--- src/rtl/sercfg_pkg.sv ---
package sercfg_pkg;

    typedef enum logic [3:0] {
        ST_IDLE,
        ST_ADDR,
        ST_ADDR_ACK,
        ST_SUB,
        ST_SUB_ACK,
        ST_DATA,
        ST_DATA_ACK,
        ST_TX,
        ST_TX_ACK,
        ST_SKIP
    } slv_state_t;

    localparam int BYTE_BITS = 8;

endpackage

--- src/rtl/sercfg_deglitch.sv ---
// Two-flop synchroniser per line followed by a stability counter:
// a new level is accepted once it has been seen for STABLE_CYCLES samples.
module sercfg_deglitch #(
    parameter int STABLE_CYCLES = 6,
    parameter int LINES         = 2
) (
    input  logic             clk,
    input  logic             rst_n,
    input  logic [LINES-1:0] raw_i,
    output logic [LINES-1:0] clean_o
);
    localparam int CW = $clog2(STABLE_CYCLES + 1);
    localparam logic [CW-1:0] LAST = CW'(STABLE_CYCLES - 1);

    for (genvar g = 0; g < LINES; g++) begin : g_line
        logic [1:0]    sync_q;
        logic [CW-1:0] cnt_q;
        logic          lvl_q;

        always_ff @(posedge clk or negedge rst_n) begin
            if (!rst_n) begin
                sync_q <= 2'b11;
                cnt_q  <= '0;
                lvl_q  <= 1'b1;
            end else begin
                sync_q <= {sync_q[0], raw_i[g]};
                if (sync_q[1] == lvl_q) begin
                    cnt_q <= '0;
                end else if (cnt_q == LAST) begin
                    lvl_q <= sync_q[1];
                    cnt_q <= '0;
                end else begin
                    cnt_q <= cnt_q + 1'b1;
                end
            end
        end

        assign clean_o[g] = lvl_q;
    end

endmodule

--- src/rtl/sercfg_events.sv ---
// Bus events from the filtered lines: SCL edges, Start and Stop.
module sercfg_events (
    input  logic clk,
    input  logic rst_n,
    input  logic scl_f,
    input  logic sda_f,
    output logic scl_rise,
    output logic scl_fall,
    output logic bus_start,
    output logic bus_stop
);
    logic scl_q, sda_q;

    always_ff @(posedge clk or negedge rst_n) begin
        if (!rst_n) begin
            scl_q <= 1'b1;
            sda_q <= 1'b1;
        end else begin
            scl_q <= scl_f;
            sda_q <= sda_f;
        end
    end

    assign scl_rise  =  scl_f && !scl_q;
    assign scl_fall  = !scl_f &&  scl_q;
    assign bus_start =  scl_f &&  scl_q &&  sda_q && !sda_f;
    assign bus_stop  =  scl_f &&  scl_q && !sda_q &&  sda_f;

endmodule

--- src/rtl/sercfg_regfile.sv ---
// Write-only control registers; synchronous return to defaults on clear.
module sercfg_regfile #(
    parameter int          NUM_REGS    = 8,
    parameter logic [7:0]  REG_DEFAULT = 8'h40
) (
    input  logic                  clk,
    input  logic                  rst_n,
    input  logic                  clear,
    input  logic                  wr_en,
    input  logic [7:0]            wr_idx,
    input  logic [7:0]            wr_data,
    output logic [NUM_REGS*8-1:0] regs_o
);
    for (genvar g = 0; g < NUM_REGS; g++) begin : g_reg
        localparam logic [7:0] DFLT = REG_DEFAULT + 8'(g);
        logic [7:0] val_q;

        always_ff @(posedge clk or negedge rst_n) begin
            if (!rst_n) begin
                val_q <= DFLT;
            end else if (clear) begin
                val_q <= DFLT;
            end else if (wr_en && wr_idx == 8'(g)) begin
                val_q <= wr_data;
            end
        end

        assign regs_o[g*8 +: 8] = val_q;
    end

endmodule

--- src/rtl/sercfg_slave.sv ---
module sercfg_slave
    import sercfg_pkg::*;
#(
    parameter int         NUM_REGS    = 8,
    parameter logic [7:0] REG_DEFAULT = 8'h40,
    parameter logic [6:0] DEV_ADDR    = 7'h46,
    parameter int         FILT_CYCLES = 6
) (
    input  logic                  clk,
    input  logic                  rst_n,
    input  logic                  enable,
    input  logic                  scl_i,
    input  logic                  sda_i,
    input  logic [7:0]            status_i,
    output logic                  scl_low_o,
    output logic                  sda_low_o,
    output logic [NUM_REGS*8-1:0] regs_o
);
    localparam logic [3:0] FULL = 4'(BYTE_BITS);

    logic [1:0] clean;
    logic       scl_f, sda_f;
    logic       scl_rise, scl_fall, bus_start, bus_stop;

    sercfg_deglitch #(.STABLE_CYCLES(FILT_CYCLES), .LINES(2)) u_filt (
        .clk     (clk),
        .rst_n   (rst_n),
        .raw_i   ({scl_i, sda_i}),
        .clean_o (clean)
    );
    assign scl_f = clean[1];
    assign sda_f = clean[0];

    sercfg_events u_evt (
        .clk       (clk),
        .rst_n     (rst_n),
        .scl_f     (scl_f),
        .sda_f     (sda_f),
        .scl_rise  (scl_rise),
        .scl_fall  (scl_fall),
        .bus_start (bus_start),
        .bus_stop  (bus_stop)
    );

    slv_state_t state_q, state_d;
    logic [7:0] shreg_q, shreg_d;
    logic [3:0] cnt_q, cnt_d;
    logic [7:0] idx_q, idx_d;
    logic       rd_q, rd_d;
    logic       mack_q, mack_d;
    logic       wr_en;
    logic       byte_done;

    assign byte_done = scl_fall && (cnt_q == FULL);

    // next-state and datapath
    always_comb begin
        state_d = state_q;
        shreg_d = shreg_q;
        cnt_d   = cnt_q;
        idx_d   = idx_q;
        rd_d    = rd_q;
        mack_d  = mack_q;
        wr_en   = 1'b0;
        if (bus_start) begin
            state_d = ST_ADDR;
            cnt_d   = '0;
        end else if (bus_stop) begin
            state_d = ST_IDLE;
        end else begin
            unique case (state_q)
                ST_IDLE, ST_SKIP: begin
                end
                ST_ADDR: begin
                    if (scl_rise) begin
                        shreg_d = {shreg_q[6:0], sda_f};
                        cnt_d   = cnt_q + 4'd1;
                    end else if (byte_done) begin
                        if (shreg_q[7:1] == DEV_ADDR) begin
                            state_d = ST_ADDR_ACK;
                            rd_d    = shreg_q[0];
                        end else begin
                            state_d = ST_SKIP;
                        end
                    end
                end
                ST_ADDR_ACK: begin
                    if (scl_fall) begin
                        cnt_d = '0;
                        if (rd_q) begin
                            state_d = ST_TX;
                            shreg_d = status_i;
                        end else begin
                            state_d = ST_SUB;
                        end
                    end
                end
                ST_SUB: begin
                    if (scl_rise) begin
                        shreg_d = {shreg_q[6:0], sda_f};
                        cnt_d   = cnt_q + 4'd1;
                    end else if (byte_done) begin
                        state_d = ST_SUB_ACK;
                        idx_d   = shreg_q;
                    end
                end
                ST_SUB_ACK, ST_DATA_ACK: begin
                    if (scl_fall) begin
                        state_d = ST_DATA;
                        cnt_d   = '0;
                    end
                end
                ST_DATA: begin
                    if (scl_rise) begin
                        shreg_d = {shreg_q[6:0], sda_f};
                        cnt_d   = cnt_q + 4'd1;
                    end else if (byte_done) begin
                        state_d = ST_DATA_ACK;
                        wr_en   = 1'b1;
                        idx_d   = idx_q + 8'd1;
                    end
                end
                ST_TX: begin
                    if (scl_rise) begin
                        cnt_d = cnt_q + 4'd1;
                    end else if (byte_done) begin
                        state_d = ST_TX_ACK;
                        cnt_d   = '0;
                    end else if (scl_fall) begin
                        shreg_d = {shreg_q[6:0], 1'b1};
                    end
                end
                ST_TX_ACK: begin
                    if (scl_rise) begin
                        mack_d = !sda_f;
                    end else if (scl_fall) begin
                        if (mack_q) begin
                            state_d = ST_TX;
                            shreg_d = status_i;
                            cnt_d   = '0;
                        end else begin
                            state_d = ST_SKIP;
                        end
                    end
                end
            endcase
        end
    end

    // state register
    always_ff @(posedge clk or negedge rst_n) begin
        if (!rst_n) begin
            state_q <= ST_IDLE;
            shreg_q <= '0;
            cnt_q   <= '0;
            idx_q   <= '0;
            rd_q    <= 1'b0;
            mack_q  <= 1'b0;
        end else if (!enable) begin
            state_q <= ST_IDLE;
            shreg_q <= '0;
            cnt_q   <= '0;
            idx_q   <= '0;
            rd_q    <= 1'b0;
            mack_q  <= 1'b0;
        end else begin
            state_q <= state_d;
            shreg_q <= shreg_d;
            cnt_q   <= cnt_d;
            idx_q   <= idx_d;
            rd_q    <= rd_d;
            mack_q  <= mack_d;
        end
    end

    // outputs
    always_comb begin
        sda_low_o = 1'b0;
        unique case (state_q)
            ST_ADDR_ACK, ST_SUB_ACK, ST_DATA_ACK: sda_low_o = 1'b1;
            ST_TX:                                sda_low_o = !shreg_q[7];
            default:                              sda_low_o = 1'b0;
        endcase
        scl_low_o = 1'b0;
    end

    sercfg_regfile #(.NUM_REGS(NUM_REGS), .REG_DEFAULT(REG_DEFAULT)) u_regs (
        .clk     (clk),
        .rst_n   (rst_n),
        .clear   (!enable),
        .wr_en   (wr_en && enable),
        .wr_idx  (idx_q),
        .wr_data (shreg_q),
        .regs_o  (regs_o)
    );

endmodule

--- config.mk ---
export PLATFORM = sky130hd
export DESIGN_NAME = sercfg_slave
export DESIGN_NICKNAME = d
export VERILOG_FILES = /design/src/rtl/sercfg_pkg.sv /design/src/rtl/sercfg_deglitch.sv /design/src/rtl/sercfg_events.sv /design/src/rtl/sercfg_regfile.sv /design/src/rtl/sercfg_slave.sv
export SDC_FILE = /design/constraint.sdc
export NUM_CORES = 1
export LEC_CHECK = 0
export CORE_ASPECT_RATIO = 1.1
export CORE_UTILIZATION = 30
export DETAILED_ROUTE_END_ITERATION = 7
export PLACE_DENSITY_LB_ADDON = 0.3
export SLEW_MARGIN = 40
export SYNTH_ARGS = -nofsm -noshare
export SYNTH_HDL_FRONTEND = slang
export SYNTH_SLANG_ARGS = --single-unit
export TNS_END_PERCENT = 5
--- constraint.sdc ---
create_clock -name clk -period 2.8 [get_ports clk]
set_clock_uncertainty 0.1 [all_clocks]
set_input_delay 0.84 -clock clk [delete_from_list [all_inputs] [get_ports clk]]
set_output_delay 0.84 -clock clk [all_outputs]
set_load 0.05 [all_outputs]
======== Word level (Yosys, flattened, before mapping) ========
Index checks and enable logic that the tools add are counted.
storage, ports and cells
  output and inout bits ................... 66
  bits of input ports ..................... 13
  register bits ........................... 104
  word-level logic and storage cells ...... 224
cells by class
  equal/unequal tests ..................... 73
  add/sub/neg operators ................... 4
  reductions and logical operators ........ 34
  bitwise operators ....................... 2
  mux-type cells .......................... 89
operator list
  cell                 number
  $mux 8               35
  $mux 4               27
  $ne 5x5->1 const B   13
  $ne 3x3->1 const B   13
  $eq 8x3->1 const B   4
  $pmux 8 s4           1
  $pmux 4 s7           1
  $ne 2x1->1 const B   13
  $logic_and 1x1->1    17
  $mux 1               17
  $eq 4x3->1 const B   4
  $eq 8x2->1 const B   2
  $pmux 4 s4           1
  $pmux 8 s2           1
  $mux 3               5
  $reduce_and 13->1    1
  $ne 4x4->1 const B   3
  $reduce_and 12->1    1
  $ne 10x1->1 const B  1
  $add 8x1->8 const B  1
  $eq 4x2->1 const B   2
  $eq 4x4->1 const B   2
  $eq 8x1->1 const B   1
  $logic_not 8->1      1
  other kinds (22)     35

======== Logic depth before layout (Yosys ltp) ========
Gate-level depths: netlist of the first run.
  word-level depth ........................ 12
  gate-level depth with buffers ........... 8
  mapped depth without buffers ............ 7

======== Modules after synthesis ========
Synthesis of the first run repeated with hierarchy kept, for this count alone.
unflattened totals
  cells, all modules ...................... 511
  area, all modules ....................... 5371.4 sq um
by module, submodules not included
  module           cells an instance  instances  area each (sq um)
  sercfg_regfile   236                1          2891.5
  sercfg_slave     235                1          1931.9
  sercfg_deglitch  34                 1          462.9
  sercfg_events    6                  1          85.1

======== Least setup slack after synthesis of the first run ========
No wires, ideal clock.
  path type ............................... register to output
  from .................................... register state_q[2]
  to ...................................... output sda_low_o
  data required time ...................... 1.860 ns
  data arrival time ....................... 1.709 ns
  buffers on the path ..................... 2
  cell stages (with the launch flop) ...... 7
  slack ................................... 0.151 ns
  path through ............................ dfrtp_1 > clkbuf_1 > buf_2 > inv_1 > o21ai_0 > a2bb2oi_1 > nor2_1
on the way
  longest elaborated chain between the ends .. 3
ends and longest elaborated chain
  what                                      line                 text
  from (decl)                               sercfg_slave.sv:45   slv_state_t state_q, state_d;
  from (signal assigned)                    sercfg_slave.sv:167  state_q <= state_d;
  $eq 4x2->1 or $eq 4x3->1 (tied branches)  sercfg_slave.sv:179  unique case (state_q)
  $reduce_or 3->1 (no line)                 --
  $pmux 1 s2 (*)                            sercfg_slave.sv:179
  to (decl)                                 sercfg_slave.sv:16   output logic sda_low_o,
Mark *: on every way between the ends. The rest lies on a longest branch, timed or not.

======== Worst setup path after layout of the first run ========
Ends and elaborated chain as after synthesis.

==> out/metrics.csv, run 1 <==
stage,metric,value,unit
run_status,status,completed,
drt,via_per_inst,4.96,
logic_synthesis,synth_ff_type,dfrtp_1,
clocking,hold_buffers,0,
clocking,cts.sinks,104,
layout,fill_cells,1673,
clocking,cts.reportedPaths.clkPinSlew,70,ps
timing,slew_viol_final,0,
power,power_density,588,nW/um^2
timing,hold_viol_final,0,
logic_synthesis,synth.net_count,531,
setup_path,worst_path_max_delay_cell,dfrtp_1,
min_path,hp-class,reg2reg,
clocking,cts_tree,built,
power,fin_total_pwr,3.99,mW
die,die_width,128,um
setup_path,rrSetupSlack,300,ps
die,ioPinCount,79,
setup_path,worstPathMaxFanout,12,
setup_path,path_buf_inv,2,
clocking,clk_latency,340,ps
clocking,root_buffer,clkbuf_16,
clocking,post-cts-setup-buffers,0,
drt,num_vias,4146,
drt,first_pass_iters,5,
setup_path,critPathKind,reg2out,
drt,drt_wl_total,13.7,mm
logic_synthesis,synth-seq-cells,104,
power,switching_share,34.3,%
grt,grt_pass1_vias,4121,
logic_synthesis,async_reset_ff_share,100,%
drt,drc_errors,0,
timing,rsz0062_at_grt,no,
logic_synthesis,synthDistinctLibCells,61,
logic_synthesis,syn_area_per_cell,10.3,um^2
job,drv_cap,0,
setup_path,crit_path_cell_trace,inv_1 > o21ai_0 > a2bb2oi_1 > nor2_1 > buf_12,
die,rows,50,
power,vdd_ir_drop_max,0.367,mV
drt,drtIter0Drc,166,
setup_path,crit_family,flip-flops,
grt,grt_max_degree,65,
power,power.leakage,2.86,nW
grt,overflow,0,
setup_path,startpoint_type,flop,
timing,fmax,375,MHz
logic_synthesis,synthesis.instances,512,
power,p_comb_share,20.6,%
logic_synthesis,synth.cell_area,5260,um^2
clocking,cts_resized,0,
setup_path,required,1860,ps
timing,fin_crit_sh,95.1,%
clocking,cts_max_path_buffers,2,
power,p_clk_share,31.0,%
die,dieHeight,141,um
placed_design,gp_congestion,0.878,
logic_synthesis,synth_warnings,0,
clocking,cts_buffers,9,
drt,wl_per_cell,16.4,um
logic_synthesis,ys_seq_area_share,50.2,%
die,core_area,17100,um^2
layout,n_antenna_cell,0,
placed_design,io_buffers,77,
timing,min_period,2660,ps
layout,final_nets,616,
layout,final_common_cell,dfrtp_1,
grt,grt_pass1_wl,22.1,mm
die,initial_core_util,30.8,%
setup_path,slowest_delay,590,ps
power,switchingPower,1.37,mW
logic_synthesis,synth_edf_count,0,
placed_design,place_hpwl,9.25,mm
power,internal-power,2.62,mW
die,dieArea,18100,um^2
timing,hold_ws,258,ps
grt,globalRouteTotalUtil,15.6,%
setup_path,cp.arrival,1720,ps
timing,tightest_slew,691,ps
drt,ant_nets,0,
clocking,cts_max_level,3,
power,seq_power_share,48.4,%
layout,syn2layout_area_growth,29.1,%
layout,drive_gt1_share,17.1,%
timing,finalSetupViolCount,0,
grt,antenna_found_initial,0,
setup_path,endpoint_kind,output pin,
layout,mostFrequentLayoutCells,"dfrtp_1 (76), clkdlybuf4s50_1 (75), nor2_1 (69)",
timing,slew-limit-headroom,53.2,%
-- sequential cells by signal, summed over array words and instances, names as in the netlist --
signal and count:
cnt_q 4, idx_q 8, mack_q 1, rd_q 1
shreg_q 8, state_q 4, u_evt.scl_q 1, u_evt.sda_q 1
u_filt.g_line.cnt_q 6, u_filt.g_line.lvl_q 2, u_filt.g_line.sync_q 4, u_regs.g.val_q 64
-- final cells by class --
cell class                      instances  area, um^2  share of cell area [%]
Inverter                               11        41.3                   0.609
Clock buffer                            9         225                    3.32
Clock inverter                          7        61.3                   0.904
Timing Repair Buffer                  111        1110                    16.3
Multi-Input combinational cell        360        2420                    35.6
Sequential cell                       104        2640                    38.9
Tap cell                              234         293                    4.32
-- cell usage after synthesis (all sizes together), types with 2 or more instances --
cell type / count / area share [%]
buf: 13 / 1.3
dfrtp: 76 / 36
nor2b: 6 / 0.71
and4b: 3 / 0.57
o31ai: 2 / 0.29
a21oi: 29 / 2.8
o21ai: 19 / 1.8
nor3: 7 / 0.88
nand4: 3 / 0.36
nor4b: 2 / 0.33
a31oi: 3 / 0.36
and2: 5 / 0.60
mux2i: 66 / 13
a41oi: 2 / 0.33
nand2b: 6 / 0.71
inv: 11 / 0.79
nor2: 69 / 4.9
xnor2: 5 / 0.83
o22ai: 5 / 0.60
or3b: 2 / 0.33
nand4b: 2 / 0.62
or4: 3 / 0.43
clkbuf: 24 / 1.7
mux2: 10 / 2.1
nor3b: 3 / 0.43
a211oi: 2 / 0.52
ha: 6 / 1.4
a211o: 3 / 0.50
nand2: 54 / 3.9
nand3b: 2 / 0.29
nor4: 8 / 2.4
dfstp: 28 / 14
nand3: 10 / 0.95
and3: 4 / 0.48
-- layer usage --
metal	vias up	wire length [um]	GRT usage, %
met4	0	250	5.20
met5	-	0	0
met1	2079	6070	20.1
li1	1944	-	-
met3	15	752	3.23
met2	108	6630	25.9
-- kinds of logic after synthesis --
group	count (synthesis)	share of synthesized area (%)
xor gates and xnor gates	6	1.00
buffers and inverters	48	3.83
and+or+nand+nor	193	19.5
muxes	76	14.7
DFF	104	50.2
other	1	0.0713
adders and majority gates	6	1.43
AOI/OAI and AO/OA	78	9.24
-- path summary, 6_finish.rpt --
path | end | start | cells after the start
max | sda_low_o | state_q[2] | 5
min | u_filt.g_line[0].sync_q[1] | u_filt.g_line[0].sync_q[0] | 0
max reg2reg | u_regs.g_reg[1].val_q[7] | u_evt.scl_q | 6
min reg2reg | u_filt.g_line[0].sync_q[1] | u_filt.g_line[0].sync_q[0] | 0
max in group asynchronous | u_filt.g_line[0].lvl_q | rst_n | 2
min in group asynchronous | u_filt.g_line[0].cnt_q[1] | rst_n | 1
-- power groups by stage --
stage / logic (mW) / clock network, mW / registers [mW]
final: 0.823 / 1.24 / 1.93
after global routing: 0.908 / 1.32 / 1.95
after CTS: 0.823 / 1.27 / 1.93
after detailed placement: 0.819 / 0 / 1.96
after global placement: 0.809 / 0 / 1.95
after floorplan: 0.643 / 0 / 1.75
-- per-stage QoR --
step | util [%] | cell area [um^2] | setup WS, ps | TNS (ps) | instances
floorplan | - | 5260 | 151 | 0 | 512
global placement | 38.0 | 6500 | -51.0 | -783 | 820
detailed placement | 38.0 | 6500 | -78.9 | -1790 | 820
CTS | 39.7 | 6780 | 139 | 0 | 836
global route | 39.7 | 6780 | 27.2 | 0 | 836
finish | 39.7 | 6780 | 136 | 0 | 836
(Power assumes the default switching activity.)
==> run 2, diff against run 1 <==
ABC_CLOCK_PERIOD_IN_PS = 2800   (was not set)
==> results of run 2 <==
The final DEF is identical to that of run 1; final timing and power are the same.
==> run 3, diff against run 2 <==
CORE_UTILIZATION = 45   (was 30)
==> run 3 against run 2 <==
Net effect: global-route usage increased by 7.8 points; register-to-register slack worse by 50 ps; die area is 33% lower.
==> out/metrics.csv, run 3 (same netlist as run 1, synthesis figures left out) <==
stage,metric,value,unit
clocking,clk_latency,340,ps
clocking,cts_max_level,3,
setup_path,path_buf_inv,1,
timing,min_period,2640,ps
setup_path,cp.arrival,1700,ps
grt,grt_max_degree,105,
power,power.leakage,2.86,nW
power,fin_total_pwr,4.16,mW
setup_path,worst_path_max_delay_cell,clkdlybuf4s50_1,
setup_path,required,1860,ps
timing,fmax,379,MHz
drt,first_pass_iters,7,
drt,num_vias,4147,
job,drv_cap,0,
min_path,hp-start,u_filt.g_line[0].sync_q[0],
run_status,status,completed,
die,die_width,105,um
timing,slew-limit-headroom,57.1,%
drt,via_per_inst,5.55,
drt,ant_nets,0,
placed_design,io_buffers,77,
placed_design,place_hpwl,8.83,mm
layout,final_util,58.4,%
timing,slew_viol_final,0,
die,dieHeight,115,um
grt,overflow,0,
power,power_density,623,nW/um^2
setup_path,crit_start,u_regs.g_reg[5].val_q[0],
layout,n_antenna_cell,0,
timing,hold_ws,257,ps
layout,reg.largest.list,"u_regs.g.val_q: 64 flops, idx_q: 8 flops, shreg_q: 8 flops",
grt,globalRouteTotalUtil,23.4,%
timing,rsz0062_at_grt,no,
drt,drtIter0Drc,293,
setup_path,critPathKind,reg2out,
clocking,root_buffer,clkbuf_16,
clocking,cts.sinks,104,
setup_path,crit_path_cell_trace,clkdlybuf4s50_1,
placed_design,gp_congestion,0.870,
layout,mostFrequentLayoutCells,"dfrtp_1 (75), clkdlybuf4s50_1 (75), nor2_1 (69)",
grt,grt_pass1_vias,4167,
timing,tightest_slew,643,ps
layout,largest_register_ffs,64,
setup_path,slowest_delay,820,ps
setup_path,startpoint_type,flop,
min_path,hp-class,reg2reg,
grt,grt_pass1_wl,22.0,mm
timing,fin_crit_sh,94.3,%
layout,syn2layout_area_growth,27.1,%
clocking,cts_tree,built,
clocking,post-cts-setup-buffers,0,
setup_path,rr_startpoint,u_evt.scl_q,
drt,wl_per_cell,17.9,um
clocking,cts.reportedPaths.clkPinSlew,70,ps
grt,antenna_found_initial,0,
die,ioPinCount,79,
power,vdd_ir_drop_max,0.374,mV
clocking,hold_buffers,0,
layout,final_nets,611,
layout,regMostFlops,u_regs.g.val_q,
setup_path,crit_family,buffers and inverters,
power,switchingPower,1.34,mW
drt,drc_errors,0,
clocking,cts_buffers,9,
setup_path,worstPathMaxFanout,2,
power,switching_share,32.1,%
setup_path,endpoint_kind,output pin,
drt,drt_wl_total,13.4,mm
die,core_area,11400,um^2
placed_design,pre_cts_ws,-87.6,ps
timing,setup_slack,160,ps
power,internal-power,2.83,mW
clocking,cts_max_path_buffers,2,
timing,finalSetupViolCount,0,
die,initial_core_util,45.9,%
timing,hold_viol_final,0,
power,p_comb_share,21.1,%
power,seq_power_share,45.5,%
layout,drive_gt1_share,16.6,%
die,dieArea,12100,um^2
power,p_clk_share,33.4,%
die,rows,41,
==> run 3: worst reg2reg max path, cell delays in order (launching register included) <==
cell and delay, ps:
dfstp_2 640, and4bb_2 350, nand4b_4 270, or4_1 590
buf_4 200, mux2i_1 190, nor2_1 60
==> run 3: what timing repair did <==
item,CTS,global route
endpoints found under the setup margin,0,1
hold endpoints to repair,0,0
gates resized for setup,0,1
==> run 3: per-layer routing <==
layer | vias up | routed length (um) | global-route usage (%)
met5 | - | 0 | 0
met4 | 0 | 243 | 7.89
met1 | 2071 | 5770 | 29.8
met3 | 19 | 763 | 5.22
met2 | 115 | 6620 | 39.8
li1 | 1942 | - | -
==> run 3: final cells by class <==
type | instances | area (um^2)
Sequential cell | 104 | 2640
Clock buffer | 11 | 243
Inverter | 11 | 41.3
Tap cell | 150 | 188
Multi-Input combinational cell | 360 | 2420
Timing Repair Buffer | 106 | 1060
Clock inverter | 5 | 87.6
Fill cell | 948 | 4760
==> run 3: through the flow <==
stage               TNS [ps]  instances  instance area, um^2
floorplan                  0        512                 5260
global placement        -151        731                 6340
detailed placement     -1260        731                 6340
CTS                        0        747                 6670
global route               0        747                 6680
finish                     0        747                 6680
==> run 3: power by group through the flow <==
| stage | Clock [mW] | Sequential (mW) | Combinational (mW) |
|---|---|---|---|
| after global routing | 1.47 | 1.91 | 0.960 |
| after CTS | 1.41 | 1.89 | 0.874 |
| after floorplan | 0 | 1.75 | 0.643 |
| after global placement | 0 | 1.91 | 0.843 |
| final | 1.39 | 1.89 | 0.879 |
| after detailed placement | 0 | 1.91 | 0.868 |
==> run 3: final timing paths <==
| path | cells after the start | slack (ps) | end |
|---|---|---|---|
| setup / recovery | 1 | 160 | regs_o[40] |
| min in group asynchronous | 2 | 440 | state_q[1] |
| max in group asynchronous | 2 | 1710 | u_filt.g_line[1].sync_q[1] |
| setup reg to reg | 6 | 250 | u_regs.g_reg[1].val_q[4] |
| hold / removal | 0 | 260 | u_filt.g_line[0].sync_q[1] |
| hold reg to reg | 0 | 260 | u_filt.g_line[0].sync_q[1] |
